File: config.mk
export PLATFORM = sky130hd
export DESIGN_NAME = irq_entry_seq
export DESIGN_NICKNAME = d
export VERILOG_FILES = /design/src/rtl/irq_entry_seq.sv
export SDC_FILE = /design/constraint.sdc
export NUM_CORES = 1
export LEC_CHECK = 0
export ABC_AREA = 1
export BUFFER_PORTS_ARGS = -buffer_cell sky130_fd_sc_hd__buf_2
export CAP_MARGIN = 15
export CORE_MARGIN = 8
export CORE_UTILIZATION = 38
export DETAILED_ROUTE_END_ITERATION = 10
export PLACE_DENSITY = 0.8
export SETUP_SLACK_MARGIN = 0.05
export SLEW_MARGIN = 20
export SYNTH_ARGS = -nofsm -noshare
export SYNTH_HDL_FRONTEND = slang
export SYNTH_SLANG_ARGS = --single-unit
File: constraint.sdc
create_clock -name clk -period 1.3 [get_ports clk]
set_input_delay 0.325 -clock clk [delete_from_list [all_inputs] [get_ports clk]]
set_output_delay 0.325 -clock clk [all_outputs]
set_load 0.01 [all_outputs]
File: src/rtl/irq_entry_seq.sv
module irq_entry_seq #(
  parameter int              NSRC     = 14,
  parameter int              AW       = 16,
  parameter int              NCTX     = 5,
  parameter logic [AW-1:0]   VEC_TOP  = 16'hFFFE,
  parameter logic [NSRC-1:0] USED     = 14'h085F,
  parameter logic [NSRC-1:0] WAKE_SRC = 14'h0003
) (
  input  logic            clk,
  input  logic            rst_n,
  input  logic            insn_boundary,
  input  logic            i_mask,
  input  logic            sw_trap,
  input  logic            iret,
  input  logic [NSRC-1:0] irq,
  input  logic            halted,
  input  logic            cfg_src2_wake,
  output logic            busy,
  output logic            stack_wr,
  output logic            stack_rd,
  output logic [2:0]      stack_sel,
  output logic            vec_rd,
  output logic [AW-1:0]   vec_addr,
  output logic            set_i,
  output logic            wake
);
  localparam int IW = $clog2(NSRC + 2);
  localparam int CW = 3;

  typedef enum logic [2:0] {S_IDLE, S_PUSH, S_VHI, S_VLO, S_POP} st_t;

  st_t            st;
  logic [IW-1:0]  win, src_idx;
  logic [CW-1:0]  cnt;
  logic           src_hit, take, last;
  logic [NSRC-1:0] live, wake_en;

  assign live = irq & USED;

  always_comb begin
    src_hit = 1'b0;
    src_idx = '0;
    for (int i = NSRC - 1; i >= 0; i--)
      if (live[i]) begin
        src_hit = 1'b1;
        src_idx = IW'(i + 2);
      end
  end

  assign take = insn_boundary && !iret && (sw_trap || (!i_mask && src_hit));
  assign last = (cnt == CW'(NCTX - 1));

  always_ff @(posedge clk or negedge rst_n) begin
    if (!rst_n) begin
      st  <= S_VHI;
      win <= '0;
      cnt <= '0;
    end else begin
      case (st)
        S_IDLE: begin
          cnt <= '0;
          if (iret) st <= S_POP;
          else if (take) begin
            st  <= S_PUSH;
            win <= sw_trap ? IW'(1) : src_idx;
          end
        end
        S_PUSH: if (last) st <= S_VHI; else cnt <= cnt + 1'b1;
        S_VHI:  st <= S_VLO;
        S_VLO:  st <= S_IDLE;
        S_POP:  if (last) st <= S_IDLE; else cnt <= cnt + 1'b1;
        default: st <= S_IDLE;
      endcase
    end
  end

  assign busy      = (st != S_IDLE);
  assign stack_wr  = (st == S_PUSH);
  assign stack_rd  = (st == S_POP);
  assign stack_sel = (st == S_POP) ? CW'(NCTX - 1) - cnt : cnt;
  assign vec_rd    = (st == S_VHI) || (st == S_VLO);
  assign set_i     = (st == S_VHI);
  assign vec_addr  = VEC_TOP - AW'({win, 1'b0}) + AW'(st == S_VLO);

  assign wake_en = WAKE_SRC | (NSRC'(cfg_src2_wake) << 2);
  assign wake    = halted && (!rst_n || |(live & wake_en));
endmodule

==> run_results.csv, run 1 <==
group,metric,value,unit
timing,finalSetupTns,-3.062,ns
cells_and_area,diodes,0,
floorplanning,die_h,61.62,um
placement,dp_cells,184,
detailed_routing,drc,0,
detailed_routing,route.vias.total,911,
worst_setup_path,start_kind,"register",
worst_setup_path,crit_arrival,1.36,ns
clock_tree,cts.sinks,10,
floorplanning,num_rows,16,
timing,setup_ws,-0.3875,ns
job,drv_cap,0,
cells_and_area,syn_to_final_growth,80.22,%
yosys,syn_inst,114,
global_route,grt_usage,13.48,%
detailed_routing,drt_iter0_drc,5,
yosys,synth_seq_cells,10,
floorplanning,die_x,61.62,um
global_route,grt_max_degree,11,
clock_tree,worst_setup_hold_path_clk_slew,0.07,ns
worst_setup_path,end_kind,"output port",
yosys,yosysWarnings,0,
timing,slew_viol_final,0,
cells_and_area,final_cells,202,
timing,timing.final.crit_share,129.8,%
detailed_routing,via_per_inst,4.510,
placement,portBuffers,28,
yosys,syn_area,790.8,um^2
clock_tree,cts_buffers,3,
detailed_routing,routedWlPerCell,12.87,um
timing,clock_skew,0.004943,ns
power_and_ir_drop,p_total,3.168,mW
timing,finalHoldViolations,0,
placement,place_congestion,0.8096,
timing,period_needed,1.688,ns
yosys,synth-seq-area-share,31.80,%
timing,holdWs,0.3316,ns
detailed_routing,wl,2.599,mm
worst_hold_path,hp-class,"input pin to register",
outcome,failed_checks,"negative setup slack",
clock_tree,clockBufferDepth,2,
global_route,grt_pass1_vias,976,
power_and_ir_drop,vdd_ir_drop_max,1.118,mV
worst_setup_path,crit_fanout,2,
detailed_routing,drtAntennaViolNets,0,
floorplanning,initial_core_util,40.31,%
global_route,antenna_found_initial,0,
clock_tree,cts-root-buf,"clkbuf_4",
worst_setup_path,critPathKind,"register to output port",
yosys,synth_cell_type_count,22,
clock_tree,cts_tree,"built",
cells_and_area,drive_above_1_share,56.57,%
detailed_routing,drt_pass1_iterations,4,
outcome,status,"finished with violations",
placement,pre_cts_slack,-0.1044,ns
timing,final-setup-viol-count,17,
clock_tree,htreeDepth,1,
clock_tree,worstSkewPairLatency,0.26,ns
placement,dp_hpwl,1.739,mm
cells_and_area,final_nets,201,
worst_setup_path,cp.required,0.98,ns
floorplanning,coreArea,0.001962,mm^2
global_route,grt_pass1_wl,3.898,mm
power_and_ir_drop,powerDensity,2223,mW/mm^2
floorplanning,io_pins,47,
timing,rsz0062_at_grt,"yes",
timing,max_freq,592.6,MHz
yosys,postSynthAreaPerCell,6.936,um^2
floorplanning,dieArea,0.003796,mm^2
global_route,gr-total-overflow,0,
power_and_ir_drop,p_leak,0.7412,nW
[per-stage QoR]
stage / cell area, um^2 / util, %
5_1_grt: 1425 / 72.64
3_5_place_dp: 1079 / 54.97
6_report: 1425 / 72.64
4_1_cts: 1271 / 64.80
3_3_place_gp: 1079 / 54.97
2_1_floorplan: 867.1 / -
[synth_stat cells, drive strengths merged]
cell type | count | area, um^2
nand2 | 26 | 110.1
inv | 25 | 93.84
o21ai | 13 | 76.32
buf | 12 | 90.09
dfrtp | 9 | 225.2
nor2 | 9 | 33.78
nand3 | 8 | 45.04
ha | 3 | 37.54
nor3 | 3 | 20.02
a21oi | 1 | 5.000
a22o | 1 | 8.760
a31oi | 1 | 6.260
conb | 1 | 3.750
dfstp | 1 | 26.28
xor2 | 1 | 8.760
[power by group]
| part | switching, mW | internal (mW) |
|---|---|---|
| clock | 0.105 | 0.119 |
| sequential | 0.0995 | 0.430 |
| combinational | 1.21 | 1.20 |
| total | 1.42 | 1.75 |
[registers in the layout, indices dropped and copies added, names as in the netlist]
signal and cells:
cnt 3, st 3, win 4
[timing repair]
| item | 4_1_cts | 5_1_grt |
|---|---|---|
| hold buffers | 1 | 0 |
| endpoints found under the setup margin | 20 | 20 |
| pin swaps | 6 | 10 |
| setup buffers | 10 | 8 |
| hold endpoints to repair | 9 | 0 |
| resized for setup | 25 | 35 |
[worst max-delay path, cell delays in order, from the launching register on]
cell	delay, ns
dfrtp_1	0.38
inv_2	0.07
ha_4	0.16
ha_4	0.25
nand2_2	0.05
o21ai_2	0.05
buf_2	0.14
[layer usage]
| layer | routed length, um | GRT usage (%) |
|---|---|---|
| met3 | 143 | 4.384 |
| met5 | 0 | 0 |
| met2 | 1482 | 25.70 |
| met4 | 8 | 5.844 |
| met1 | 965 | 12.65 |
[final cells by class]
type	count	area [um^2]
timing repair buffer	59	440.4
fill	157	536.8
tap	27	33.78
inverter	25	98.84
clock buffer	4	26.28
multi-input combinational	77	574.3
sequential	10	251.5
[kinds of logic after synthesis]
kind of cell             after synthesis  share of synthesized area (%)
flip-flops                            10                          31.80
adder cells (fa/ha/maj)                3                          4.747
other                                  1                         0.4742
AND/OR/NAND/NOR                       46                          26.42
AO/OA/AOI/OAI                         16                          12.18
buffers and inverters                 37                          23.26
XOR/XNOR                               1                          1.108
[cells in the final DEF, fill, tap and decap left out, types with 2 or more instances in the layout]
cell type   n
nand3_2     2
nor2_1      3
inv_2       4
nand3_4     3
dfrtp_1     9
nand3_1     3
nand2_1    17
o21ai_2     6
nor2_4      4
o21ai_1     4
nor3_4      2
buf_2      25
buf_4      20
o21ai_0     2
inv_1      19
nand2_2     5
ha_4        2
inv_4       2
nand2_4     3
buf_6      12
conb_1     11
nor2_2      2
clkbuf_4    3
[path summary, 6_finish.rpt]
| kind | startpoint | endpoint | slack (ns) | cells after the start |
|---|---|---|---|---|
| max | cnt[0]$_DFFE_PN0P_ | stack_sel[2] | -0.39 | 6 |
| min | sw_trap | win[0]$_DFFE_PN0P_ | 0.33 | 3 |
| max reg2reg | st[1]$_DFFE_PN1P_ | cnt[0]$_DFFE_PN0P_ | -0.16 | 10 |
| min reg2reg | win[3]$_DFFE_PN0P_ | win[3]$_DFFE_PN0P_ | 0.50 | 2 |
| max in group asynchronous | rst_n | st[1]$_DFFE_PN1P_ | 0.53 | 3 |
| min in group asynchronous | rst_n | cnt[0]$_DFFE_PN0P_ | 0.54 | 3 |
Power figures use the tool's default switching activity.
==> run 2: changes to the inputs <==
SETUP_SLACK_MARGIN = 0.15   (was 0.05)
==> run_results.csv, run 2 (same netlist as run 1, synthesis figures left out) <==
group,metric,value,unit
power_and_ir_drop,p_leak,0.7619,nW
worst_setup_path,cp.required,0.98,ns
detailed_routing,via_per_inst,4.398,
timing,rsz0062_at_grt,"yes",
worst_setup_path,path_cells,"inv_2 > ha_4 > ha_4 > nand2_2 > o21ai_2 > buf_2",
floorplanning,io_pins,47,
floorplanning,die_h,61.62,um
detailed_routing,drt_iter0_drc,19,
detailed_routing,drc,0,
detailed_routing,wl_met1,962,um
clock_tree,cts_buffers,3,
cells_and_area,diodes,0,
placement,pre_cts_slack,-0.07883,ns
global_route,grt_pass1_wl,3.898,mm
worst_setup_path,crit_buf_inv,2,
timing,timing.final.crit_share,130.9,%
cells_and_area,final_nets,205,
cells_and_area,top_register,"win",
cells_and_area,design_area,0.001450,mm^2
worst_setup_path,crit_arrival,1.38,ns
power_and_ir_drop,power_switching,1.325,mW
worst_hold_path,hp-class,"input pin to async pin",
worst_setup_path,worstRegToRegCells,7,
timing,slew_viol_final,0,
placement,place_area,0.001077,mm^2
power_and_ir_drop,p_int,1.770,mW
worst_setup_path,critPathMaxStageDelay,0.37,ns
worst_setup_path,critPathLaunch,"cnt[1]$_DFFE_PN0P_",
worst_setup_path,crit_top_cell,"ha_4",
detailed_routing,route.vias.total,906,
global_route,grt_usage,13.78,%
global_route,grt_pass1_vias,950,
detailed_routing,top_layer,"met4",
worst_setup_path,crit_family,"adder cells",
worst_setup_path,crit_slowest_cell,"dfrtp_1",
floorplanning,coreArea,0.001962,mm^2
placement,dp_hpwl,1.699,mm
detailed_routing,drtAntennaViolNets,0,
cells_and_area,final_cell_mix,"buf_4, nand2_1, buf_2, buf_6, inv_1",
cells_and_area,largest_register_ffs,4,
clock_tree,ctsHoldBuffers,0,
floorplanning,num_rows,16,
floorplanning,dieArea,0.003796,mm^2
power_and_ir_drop,seq_power_share,16.5,%
detailed_routing,wl,2.619,mm
timing,max_freq,587.7,MHz
timing,period_needed,1.702,ns
clock_tree,cts_tree,"built",
cells_and_area,final_common_cell,"buf_4",
power_and_ir_drop,comb_power_share,74.2,%
clock_tree,clockBufferDepth,2,
clock_tree,cts-root-buf,"clkbuf_4",
detailed_routing,routedWlPerCell,12.71,um
cells_and_area,drive_above_1_share,56.42,%
worst_setup_path,crit_path_end,"stack_sel[2]",
power_and_ir_drop,powerDensity,2135,mW/mm^2
worst_setup_path,regToRegSetupSlack,-0.14,ns
worst_setup_path,path_depth,6,
placement,place_congestion,0.7642,
placement,portBuffers,28,
floorplanning,initial_core_util,40.31,%
timing,finalSetupTns,-2.923,ns
detailed_routing,wl_met2,1.537,mm
job,drv_cap,0,
worst_setup_path,critPathKind,"register to output port",
timing,final-setup-viol-count,15,
power_and_ir_drop,switching_share,42.82,%
timing,clock_skew,0.0004880,ns
timing,finalHoldViolations,0,
placement,dp_cells,182,
worst_setup_path,r2r-end,"st[2]$_DFFE_PN0P_",
power_and_ir_drop,p_total,3.095,mW
cells_and_area,reg_top3,"win: 4 flops, cnt: 3 flops, st: 3 flops",
detailed_routing,drt_pass1_iterations,3,
worst_setup_path,end_kind,"output port",
outcome,status,"finished with violations",
cells_and_area,n_fill_cell,161,
global_route,grt_max_degree,11,
clock_tree,htreeDepth,1,
clock_tree,worstSkewPairLatency,0.26,ns
timing,holdWs,0.01540,ns
timing,setup_ws,-0.4017,ns
cells_and_area,syn_to_final_growth,83.39,%
cells_and_area,final_cells,206,
detailed_routing,wl_met3,102,um
power_and_ir_drop,vdd_ir_drop_max,1.065,mV
global_route,gr-total-overflow,0,
power_and_ir_drop,p_clk_share,9.3,%
global_route,antenna_found_initial,0,
outcome,failed_checks,"negative setup slack",
clock_tree,worst_setup_hold_path_clk_slew,0.07,ns
worst_setup_path,r2r-start,"st[1]$_DFFE_PN1P_",
floorplanning,die_x,61.62,um
clock_tree,cts.sinks,10,
worst_setup_path,crit_fanout,2,
cells_and_area,final_util,73.92,%
worst_setup_path,start_kind,"register",
[run 2: cell types whose count changed in the layout (fill, tap and decap cells not counted), moves of 2 or more]
| cell | delta |
|---|---|
| buf_2 | -5 |
| buf_4 | +3 |
| buf_6 | +7 |
| inv_1 | -3 |
| inv_2 | +2 |
| nand2_1 | +3 |
| nand2_2 | -2 |
| nand3_4 | -2 |
| o21ai_0 | +3 |
| o21ai_2 | -2 |
[run 2: worst min path at each step]
stage	depth (start not counted)	slack [ns]	to
2_1_floorplan	0	0.03	cnt[0]$_DFFE_PN0P_
3_3_place_gp	2	0.29	win[1]$_DFFE_PN0P_
3_5_place_dp	2	0.30	win[2]$_DFFE_PN0P_
4_1_cts	2	0.01	win[2]$_DFFE_PN0P_
5_1_grt	2	0.009	win[2]$_DFFE_PN0P_
6_report	2	0.02	win[2]$_DFFE_PN0P_
[run 2: final cells by class]
class,count,area [um^2],area share [%]
sequential,10,251.5,17.34
inverter,25,101.3,6.989
multi-input combinational,77,525.5,36.24
timing repair buffer,63,501.7,34.60
tap,27,33.78,2.330
clock buffer,4,36.28,2.502
[run 2: timing repair]
action / CTS / global route
pin swaps: 11 / 15
buffers inserted: 12 / 8
resized for setup: 31 / 17
endpoints found under the setup margin: 22 / 24
cloned: 0 / 0
[run 2: power groups by stage]
stage	clock network, mW	registers, mW	logic (mW)
after floorplan	0	0.508	0.895
after global placement	0	0.507	1.36
after detailed placement	0	0.509	1.43
after CTS	0.285	0.510	1.86
after global routing	0.307	0.521	2.49
final	0.287	0.512	2.30
[run 2: routing by layer]
metal,global-route usage [%],vias up
li1,-,459
met5,0,-
met4,2.922,0
met3,2.923,2
met2,28.21,28
met1,13.38,417
==> run 3: changes to the inputs <==
GPL_TIMING_DRIVEN = 0   (was unset)
==> run_results.csv, run 3 (same netlist as run 1, synthesis figures left out) <==
group,metric,value,unit
outcome,status,"finished with violations",
outcome,failed_checks,"negative setup slack",
timing,finalHoldViolations,0,
worst_setup_path,start_kind,"register",
worst_setup_path,worstRegToRegCells,9,
clock_tree,cts_tree,"built",
worst_setup_path,crit_fanout,3,
cells_and_area,final_nets,206,
detailed_routing,wl,2.498,mm
worst_setup_path,critPathLaunch,"cnt[0]$_DFFE_PN0P_",
worst_setup_path,r2r-end,"cnt[2]$_DFFE_PN0P_",
global_route,grt_usage,13.65,%
timing,rsz0062_at_grt,"yes",
detailed_routing,drtAntennaViolNets,0,
floorplanning,die_h,61.62,um
floorplanning,initial_core_util,40.31,%
cells_and_area,reg_top3,"win: 4 flops, cnt: 3 flops, st: 3 flops",
global_route,grt_pass1_vias,915,
placement,place_congestion,0.7826,
detailed_routing,wl_met1,985,um
cells_and_area,top_register,"win",
cells_and_area,final_common_cell,"buf_4",
global_route,grt_max_degree,10,
worst_hold_path,hp-start,"irq[1]",
worst_hold_path,min_to,"win[2]$_DFFE_PN0P_",
worst_setup_path,end_kind,"output port",
clock_tree,worst_setup_hold_path_clk_slew,0.07,ns
cells_and_area,final_cell_mix,"buf_4, nand2_1, buf_2, buf_6, inv_1",
detailed_routing,drc,0,
clock_tree,cts.sinks,10,
floorplanning,io_pins,47,
cells_and_area,largest_register_ffs,4,
detailed_routing,wl_met2,1.378,mm
clock_tree,worstSkewPairLatency,0.27,ns
timing,max_freq,596.2,MHz
floorplanning,die_x,61.62,um
cells_and_area,diodes,0,
detailed_routing,route.vias.total,892,
detailed_routing,wl_met3,112,um
floorplanning,dieArea,0.003796,mm^2
timing,final-setup-viol-count,16,
power_and_ir_drop,p_leak,0.7579,nW
power_and_ir_drop,p_total,2.910,mW
job,drv_cap,0,
worst_setup_path,crit_arrival,1.35,ns
clock_tree,cts_buffers,3,
cells_and_area,drive_above_1_share,55.00,%
timing,period_needed,1.677,ns
worst_hold_path,hp-class,"input pin to register",
timing,clock_skew,0.003560,ns
worst_setup_path,regToRegSetupSlack,-0.17,ns
worst_setup_path,critPathKind,"register to output port",
cells_and_area,syn_to_final_growth,82.28,%
detailed_routing,routedWlPerCell,12.07,um
global_route,grt_pass1_wl,3.836,mm
detailed_routing,top_layer,"met4",
clock_tree,htreeDepth,1,
detailed_routing,drt_iter0_drc,17,
timing,slew_viol_final,0,
timing,timing.final.crit_share,129.0,%
placement,portBuffers,28,
detailed_routing,via_per_inst,4.309,
cells_and_area,final_util,73.47,%
worst_setup_path,r2r-start,"st[1]$_DFFE_PN1P_",
power_and_ir_drop,powerDensity,2019,mW/mm^2
power_and_ir_drop,vdd_ir_drop_max,1.103,mV
floorplanning,num_rows,16,
timing,setup_ws,-0.3773,ns
floorplanning,coreArea,0.001962,mm^2
placement,dp_hpwl,1.551,mm
worst_setup_path,cp.required,0.98,ns
worst_hold_path,min_path_cells,4,
clock_tree,cts-root-buf,"clkbuf_4",
global_route,antenna_found_initial,0,
detailed_routing,drt_pass1_iterations,4,
clock_tree,clockBufferDepth,2,
global_route,gr-total-overflow,0,
-- run 3: cell types whose count changed in the layout (fill, tap and decap cells not counted), moves of 2 or more --
cell / previous run / this run
o21ai_0: 5 / 3
o21ai_1: 3 / 5
buf_4: 23 / 25
nand3_2: 3 / 1
nand3_1: 4 / 6
dlygate4sd3_1: 0 / 2
-- run 3: per-stage QoR --
stage	setup TNS (ns)	hold WS (ns)	instances	setup slack, ns	instance area (um^2)
6_report	-3.190	0.3384	207	-0.3773	1441
5_1_grt	-4.083	0.3405	207	-0.4317	1441
4_1_cts	-2.464	0.2993	202	-0.3828	1325
3_5_place_dp	-0.7434	0.2114	179	-0.1131	1055
3_3_place_gp	-0.4510	0.2047	179	-0.09376	1055
2_1_floorplan	0	0.02941	124	0.03516	880.8
-- run 3: what timing repair did --
item                       4_1_cts  5_1_grt
buffers inserted                17        5
hold endpoints to repair         9        0
setup endpoints to repair       24       24
gates resized for setup         23       25
hold buffers                     2        0
gates cloned                     0        0
pin swaps                        6        7
-- run 3: worst max-delay path: stages, from the launching register on --
cell and delay (ns):
dfrtp_1 0.37, inv_2 0.07, ha_4 0.16, ha_4 0.25, nand2_2 0.05, o21ai_2 0.05
buf_2 0.13
-- run 3: worst max path at each step --
stage / to / slack [ns]
3_3_place_gp: stack_sel[2] / -0.09
6_report: stack_sel[2] / -0.38
2_1_floorplan: stack_sel[2] / 0.04
4_1_cts: stack_sel[2] / -0.38
3_5_place_dp: stack_sel[2] / -0.11
5_1_grt: stack_sel[2] / -0.43
-- run 3: layout make-up --
| cell class | count | area (um^2) |
|---|---|---|
| buffer | 12 | 90.09 |
| clock buffer | 4 | 36.28 |
| fill | 171 | 520.5 |
| inverter | 25 | 98.84 |
| multi-input combinational | 77 | 515.5 |
| sequential | 10 | 251.5 |
| tap | 27 | 33.78 |
| timing repair buffer | 52 | 415.4 |
-- run 3: power breakdown --
group | leakage [nW] | total (mW) | internal, mW | switching, mW
Combinational | 0.609 | 2.10 | 1.07 | 1.03
Clock | 0.0210 | 0.289 | 0.170 | 0.119
Sequential | 0.128 | 0.522 | 0.430 | 0.0922
-- run 3: per-layer routing --
metal	vias to the layer above	GRT usage [%]
met5	-	0
met4	0	4.870
met3	3	3.549
met2	27	26.00
met1	400	13.71
li1	462	-
